[src/rtl/srx_pkg.sv]
package srx_pkg;
   // Which bound a reliability cell applies to its entry.
   typedef enum logic {
      BND_DECISION = 1'b0,  // paths disagree: decision reliability alone
      BND_SUM      = 1'b1   // paths agree: decision reliability + second magnitude
   } bound_sel_e;

   localparam int unsigned DEF_HIST_LEN = 8;
   localparam int unsigned DEF_BPS      = 2;
   localparam int unsigned DEF_MAG_W    = 7;
endpackage

[src/rtl/srx_rel_cell.sv]
module srx_rel_cell
   import srx_pkg::*;
#(
   parameter int unsigned MAG_W    = DEF_MAG_W,
   parameter bit          WIDE_CMP = 1'b0
) (
   input  logic             win_bit,
   input  logic             sec_bit,
   input  logic [MAG_W-1:0] win_mag,
   input  logic [MAG_W-1:0] sec_mag,
   input  logic [MAG_W-1:0] dec_rel,
   output logic [MAG_W-1:0] upd_mag
);
   bound_sel_e       sel;
   logic [MAG_W:0]   sum_w;

   assign sel   = (win_bit == sec_bit) ? BND_SUM : BND_DECISION;
   assign sum_w = {1'b0, dec_rel} + {1'b0, sec_mag};

   generate
      if (WIDE_CMP) begin : g_wide
         // Compare one bit wider; the minimum never exceeds win_mag, so it fits.
         logic [MAG_W:0] bound_w;
         assign bound_w = (sel == BND_SUM) ? sum_w : {1'b0, dec_rel};
         assign upd_mag = ({1'b0, win_mag} < bound_w) ? win_mag : bound_w[MAG_W-1:0];
      end else begin : g_sat
         logic [MAG_W-1:0] sum_sat;
         logic [MAG_W-1:0] bound;
         assign sum_sat = sum_w[MAG_W] ? {MAG_W{1'b1}} : sum_w[MAG_W-1:0];
         assign bound   = (sel == BND_SUM) ? sum_sat : dec_rel;
         assign upd_mag = (win_mag < bound) ? win_mag : bound;
      end
   endgenerate
endmodule

[src/rtl/srx_sm2tc.sv]
module srx_sm2tc
   import srx_pkg::*;
#(
   parameter int unsigned MAG_W = DEF_MAG_W
) (
   input  logic             sgn,
   input  logic [MAG_W-1:0] mag,
   output logic [MAG_W:0]   tc
);
   logic [MAG_W:0] ext;
   assign ext = {1'b0, mag};
   assign tc  = sgn ? (~ext + {{MAG_W{1'b0}}, 1'b1}) : ext;
endmodule

[src/rtl/srx_rel_update.sv]
module srx_rel_update
   import srx_pkg::*;
#(
   parameter int unsigned HIST_LEN     = DEF_HIST_LEN,
   parameter int unsigned BITS_PER_SYM = DEF_BPS,
   parameter int unsigned MAG_W        = DEF_MAG_W,
   parameter bit          WIDE_CMP     = 1'b0
) (
   input  logic                                    clk,
   input  logic                                    rst_n,
   input  logic                                    in_valid,
   input  logic [MAG_W-1:0]                        dec_rel,
   input  logic [HIST_LEN*BITS_PER_SYM-1:0]        win_dec,
   input  logic [HIST_LEN*BITS_PER_SYM*MAG_W-1:0]  win_mag,
   input  logic [HIST_LEN*BITS_PER_SYM-1:0]        sec_dec,
   input  logic [HIST_LEN*BITS_PER_SYM*MAG_W-1:0]  sec_mag,
   input  logic [BITS_PER_SYM-1:0]                 new_dec,
   input  logic [BITS_PER_SYM*MAG_W-1:0]           new_mag,
   output logic [HIST_LEN*BITS_PER_SYM-1:0]        upd_dec,
   output logic [HIST_LEN*BITS_PER_SYM*MAG_W-1:0]  upd_mag,
   output logic                                    out_valid,
   output logic [BITS_PER_SYM*(MAG_W+1)-1:0]       out_llr
);
   localparam int unsigned ENTRIES = HIST_LEN * BITS_PER_SYM;
   localparam int unsigned SHIFT_N = (HIST_LEN - 1) * BITS_PER_SYM;
   localparam int unsigned LLR_W   = MAG_W + 1;

   generate
      if (HIST_LEN < 2) begin : g_chk_len
         $error("srx_rel_update: HIST_LEN must be at least 2");
      end
      if (BITS_PER_SYM < 1) begin : g_chk_bps
         $error("srx_rel_update: BITS_PER_SYM must be at least 1");
      end
      if (MAG_W < 2) begin : g_chk_mag
         $error("srx_rel_update: MAG_W must be at least 2");
      end
   endgenerate

   logic [ENTRIES*MAG_W-1:0]      cell_mag;
   logic [BITS_PER_SYM*LLR_W-1:0] llr_nxt;

   // One bound cell per history entry, all in parallel.
   generate
      for (genvar k = 0; k < ENTRIES; k++) begin : g_cell
         srx_rel_cell #(.MAG_W(MAG_W), .WIDE_CMP(WIDE_CMP)) u_cell (
            .win_bit (win_dec[k]),
            .sec_bit (sec_dec[k]),
            .win_mag (win_mag[k*MAG_W +: MAG_W]),
            .sec_mag (sec_mag[k*MAG_W +: MAG_W]),
            .dec_rel (dec_rel),
            .upd_mag (cell_mag[k*MAG_W +: MAG_W])
         );
      end
      // The oldest position leaves the history as two's complement.
      for (genvar b = 0; b < BITS_PER_SYM; b++) begin : g_conv
         srx_sm2tc #(.MAG_W(MAG_W)) u_conv (
            .sgn (win_dec[SHIFT_N + b]),
            .mag (cell_mag[(SHIFT_N + b)*MAG_W +: MAG_W]),
            .tc  (llr_nxt[b*LLR_W +: LLR_W])
         );
      end
   endgenerate

   always_ff @(posedge clk) begin
      if (!rst_n) begin
         upd_dec   <= '0;
         upd_mag   <= '0;
         out_llr   <= '0;
         out_valid <= 1'b0;
      end else begin
         out_valid <= in_valid;
         if (in_valid) begin
            upd_dec <= {win_dec[SHIFT_N-1:0], new_dec};
            upd_mag <= {cell_mag[SHIFT_N*MAG_W-1:0], new_mag};
            out_llr <= llr_nxt;
         end
      end
   end

   // ---------------- assertions ----------------
   generate
      for (genvar k = 0; k < SHIFT_N; k++) begin : g_ast
         // disagreeing bits are limited by the decision reliability
         a_r2_disagree_bound: assert property (@(posedge clk) disable iff (!rst_n)
            (in_valid && (win_dec[k] != sec_dec[k])) |=>
               ((upd_mag[(k+BITS_PER_SYM)*MAG_W +: MAG_W] <= $past(dec_rel)) &&
                (upd_mag[(k+BITS_PER_SYM)*MAG_W +: MAG_W] <= $past(win_mag[k*MAG_W +: MAG_W]))));
         // agreeing bits never grow and never drop below the decision reliability floor
         a_r3_agree_bound: assert property (@(posedge clk) disable iff (!rst_n)
            (in_valid && (win_dec[k] == sec_dec[k])) |=>
               ((upd_mag[(k+BITS_PER_SYM)*MAG_W +: MAG_W] <= $past(win_mag[k*MAG_W +: MAG_W])) &&
                ((upd_mag[(k+BITS_PER_SYM)*MAG_W +: MAG_W] >= $past(dec_rel)) ||
                 (upd_mag[(k+BITS_PER_SYM)*MAG_W +: MAG_W] == $past(win_mag[k*MAG_W +: MAG_W])))));
         // decisions move one position older unchanged
         a_r4_dec_shift: assert property (@(posedge clk) disable iff (!rst_n)
            in_valid |=> (upd_dec[k+BITS_PER_SYM] == $past(win_dec[k])));
      end
   endgenerate

   // newest position takes the fresh entry
   a_r5_newest: assert property (@(posedge clk) disable iff (!rst_n)
      in_valid |=> ((upd_mag[BITS_PER_SYM*MAG_W-1:0] == $past(new_mag)) &&
                    (upd_dec[BITS_PER_SYM-1:0] == $past(new_dec))));
   // output valid follows input valid by one cycle
   a_r6_valid_follow: assert property (@(posedge clk) disable iff (!rst_n)
      in_valid |=> out_valid);
   a_r6_valid_drop: assert property (@(posedge clk) disable iff (!rst_n)
      !in_valid |=> !out_valid);
   // idle cycles leave the history and output untouched
   a_r7_hold: assert property (@(posedge clk) disable iff (!rst_n)
      !in_valid |=> ($stable(upd_mag) && $stable(upd_dec) && $stable(out_llr)));
endmodule

[config.mk]
export PLATFORM = sky130hd
export DESIGN_NAME = srx_rel_update
export DESIGN_NICKNAME = d
export VERILOG_FILES = /design/src/rtl/srx_pkg.sv /design/src/rtl/srx_rel_cell.sv /design/src/rtl/srx_sm2tc.sv /design/src/rtl/srx_rel_update.sv
export SDC_FILE = /design/constraint.sdc
export NUM_CORES = 1
export LEC_CHECK = 0
export BUFFER_PORTS_ARGS = -buffer_cell sky130_fd_sc_hd__clkbuf_2
export CAP_MARGIN = 20
export CORE_ASPECT_RATIO = 0.75
export CORE_MARGIN = 3
export CORE_UTILIZATION = 55
export CTS_CLUSTER_DIAMETER = 60
export DETAILED_ROUTE_END_ITERATION = 8
export PLACE_DENSITY = 0.84
export SLEW_MARGIN = 10
export SYNTH_ARGS = -nofsm -noshare
export SYNTH_HDL_FRONTEND = slang
export SYNTH_SLANG_ARGS = --single-unit
[constraint.sdc]
create_clock -name clk -period 9.3 [get_ports clk]
set_input_delay 2.325 -clock clk [delete_from_list [all_inputs] [get_ports clk]]
set_output_delay 2.325 -clock clk [all_outputs]
set_load 0.01 [all_outputs]
==> run summary <==
Status: finished clean
CP top delay family: compound AO/OA/AOI/OAI gates
Setup TNS Final: 0 ps
Critical path capture point type: flop
Multi-input logic area: 10,700 um^2
Post-DP HPWL: 36,900 um
CTS H-tree lvls: 4
Pin count of the biggest net entering global routing: 117
Final setup viols: 0
Via density: 6.10
Commonest cells post-synth: 204 x ha_1, 147 x o21ai_0, 145 x dfxtp_1, 120 x nand2_1, 107 x a21oi_1
Crit path DAT: 6870 ps
Max Root-Sink Buffers: 2
Dominant cells by area after synthesis: dfxtp_1 20%, ha_1 18%, xnor2_1 5.3%
YS warnings: 0
FF-to-FF path depth: 2
Worst Hold Class: flop to flop
Endpoints failing hold: 0
Sw frac: 0.382
RSZ-0062 raised after global routing: no
Internal power: 1650 uW
Port bufs: 426
Post-CTS setup buffer count: 0
Initial detailed-routing violation count: 870
Critical path type: input port to flop
Fmax: 153 MHz
R2r setup slk: 8330 ps
Final clock skew: 0 ps
CTS Buf Count: 17
PnR worst setup slack: 2780 ps
Nets@finish: 2,661
Post-DRT Antenna Nets: 0
DRT Wirelength: 48,100 um
Clock slew at reported path FFs: 70 ps
Sinks on Clock Net: 145
Slew HR: 0.233
Cell-by-cell trace of the critical path: clkbuf_2 -> buf_4 -> ha_1 -> a21o_1 -> a21oi_1 -> o21bai_1 -> a21o_1 -> a21oi_1 -> o21ai_1 -> o22ai_1 -> ha_1 -> a2111oi_0 -> a21oi_1 -> nor2_1 -> o41a_1 -> mux2_2 -> a21oi_1
Die Wd: 192 um
Seq pwr share: 0.271
Die area: 27,900 um^2
Slowest CP cell: clkbuf_2
Worst EP required: 9650 ps
Post-synthesis register bit count: 145
Vias: 15,400
Initial antenna violation count: 6
Hold Buf Count CTS: 0
Leading area contributor after synthesis: dfxtp_1
Gpl congestion: 0.942
Std-Cell Rows: 50
Switch Pwr: 1020 uW
Top-area cell type share of the netlist area: 0.204
Die Y: 145 um
Worst-margin pin slew: 1150 ps
Combinational Power Share: 0.443
Root buf cell: clkbuf_16
Crit-path most repeated cell: a21oi_1
Maximum vdd drop: 0.000135 V
DRC violations left: 0
Syn nets: 2,285
Worst skew pair latency: 430 ps
FF+latch area: 2900 um^2
Worst Path Buf+Inv: 2
Share of layout cells above drive strength 1: 0.273
I/O pins: 427
Count of cell types in the netlist: 75
Final Critical Period: 6520 ps
Worst reg2reg path startpoint: out_llr[11]
Max-capacitance violation count: 0
Clock power frac: 0.286
DP Worst Slack: 2500 ps
Count leader, synth: ha_1
Wire per inst: 19.1 um
Reg2reg end: out_llr[11]
Number of fillers in the final layout: 2,071
CTS tree: yes
CORE AREA: 25,200 um^2
Post-synthesis cell count: 1,783
Synth Cell Area: 14,300 um^2
Dominant synthesized flop cell: dfxtp_1
Gr ovfl total: 0
Leak pwr: 0.00840 uW
Post_cts resized: 0
Hold path depth: 2
Gr usage total: 0.326
CP max FO: 28
Slowest Stage Delay on Critical Path: 560 ps
Syn_area_per_cell: 8.00 um^2
Async set-reset flop share out of synthesis: 0
Layout area overhead: 20.9%
Post-synth EDFFs: 0
Starting Density: 0.566
Drt pass-1 iters: 6
Hold Path End: out_llr[9]
Share of the clock period used by the worst path: 0.701
PwrDens: 155 nW/um^2
Sequential-to-total area share from yosys stat: 0.204
Vias in the first global route: 14,800
Final max-slew violation count: 0
Startpoint class of the critical path: input port
First-pass GRT wire length: 74,600 um
Worst hold start: out_llr[9]
-- stage by stage --
| stage | util | area [um^2] | cells | power (uW) | hold WS (ps) |
|---|---|---|---|---|---|
| global placement | 0.658 | 16600 | 2478 | 1850 | 439 |
| CTS | 0.683 | 17200 | 2510 | 2670 | 467 |
| detailed placement | 0.658 | 16600 | 2478 | 1890 | 452 |
| finish | 0.684 | 17200 | 2516 | 2680 | 468 |
| floorplan | - | 14300 | 1783 | 1560 | 483 |
| global route | 0.684 | 17200 | 2515 | 2840 | 484 |
-- per-layer routing --
metal | track usage | wire [um] | vias to the layer above
li1 | - | - | 7312
met3 | 0.0824 | 4710 | 159
met4 | 0.163 | 2290 | 2
met2 | 0.537 | 21900 | 746
met5 | 0 | 7 | -
met1 | 0.395 | 19200 | 7140
-- sequential cells by signal, summed over array words and instances (netlist names) --
| name | count |
|---|---|
| out_llr | 16 |
| out_valid | 1 |
| upd_dec | 16 |
| upd_mag | 112 |
-- worst max path at each step --
stage | from | to | slack [ps] | depth (start not counted)
after global placement | dec_rel[1] | out_llr[3] | 2690 | 19
after detailed placement | dec_rel[1] | out_llr[14] | 2500 | 19
after global routing | dec_rel[0] | upd_mag[32] | 2530 | 19
after floorplan | dec_rel[1] | out_llr[6] | 2980 | 18
final | dec_rel[0] | upd_mag[30] | 2780 | 17
after CTS | dec_rel[1] | out_llr[14] | 2960 | 19
-- layout make-up --
type | instances | area share
Clock buffer | 17 | 0.0247
Tap cell | 338 | 0.0245
Sequential cell | 145 | 0.168
Timing Repair Buffer | 435 | 0.128
Multi-Input combinational cell | 1460 | 0.620
Antenna cell | 6 | 0.000871
Clock inverter | 15 | 0.0120
Inverter | 100 | 0.0218
-- worst reg2reg max path, cell delays in order (launching register included) --
cell and delay, ps:
dfxtp_1 310, nor2b_1 120, o41a_1 430
-- cell usage in the layout (no fill, tap or decap), types with 84 or more instances in the layout --
cell / n
nor2b_1: 94
inv_1: 99
a21oi_1: 107
xnor2_1: 86
o21ai_0: 147
a31oi_1: 84
nand2_1: 120
ha_1: 204
o22ai_1: 91
dfxtp_1: 145
or2_2: 93
clkbuf_2: 424
-- power groups by stage --
stage                     Sequential, uW  Clock (uW)  Combinational, uW
final                                725         765               1190
after global routing                 731         796               1310
after CTS                            724         773               1170
after detailed placement             737           0               1150
after floorplan                      765           0                794
after global placement               735           0               1110
-- logic make-up after synthesis --
logic type,count (synthesis),synth area share
buffers and inverters,178,0.0475
adders and majority gates,222,0.203
xor gates and xnor gates,100,0.0633
muxes,40,0.0286
AOI/OAI and AO/OA,591,0.264
and+or+nand+nor,507,0.190
DFF,145,0.204
Power figures use the tool's default switching activity.
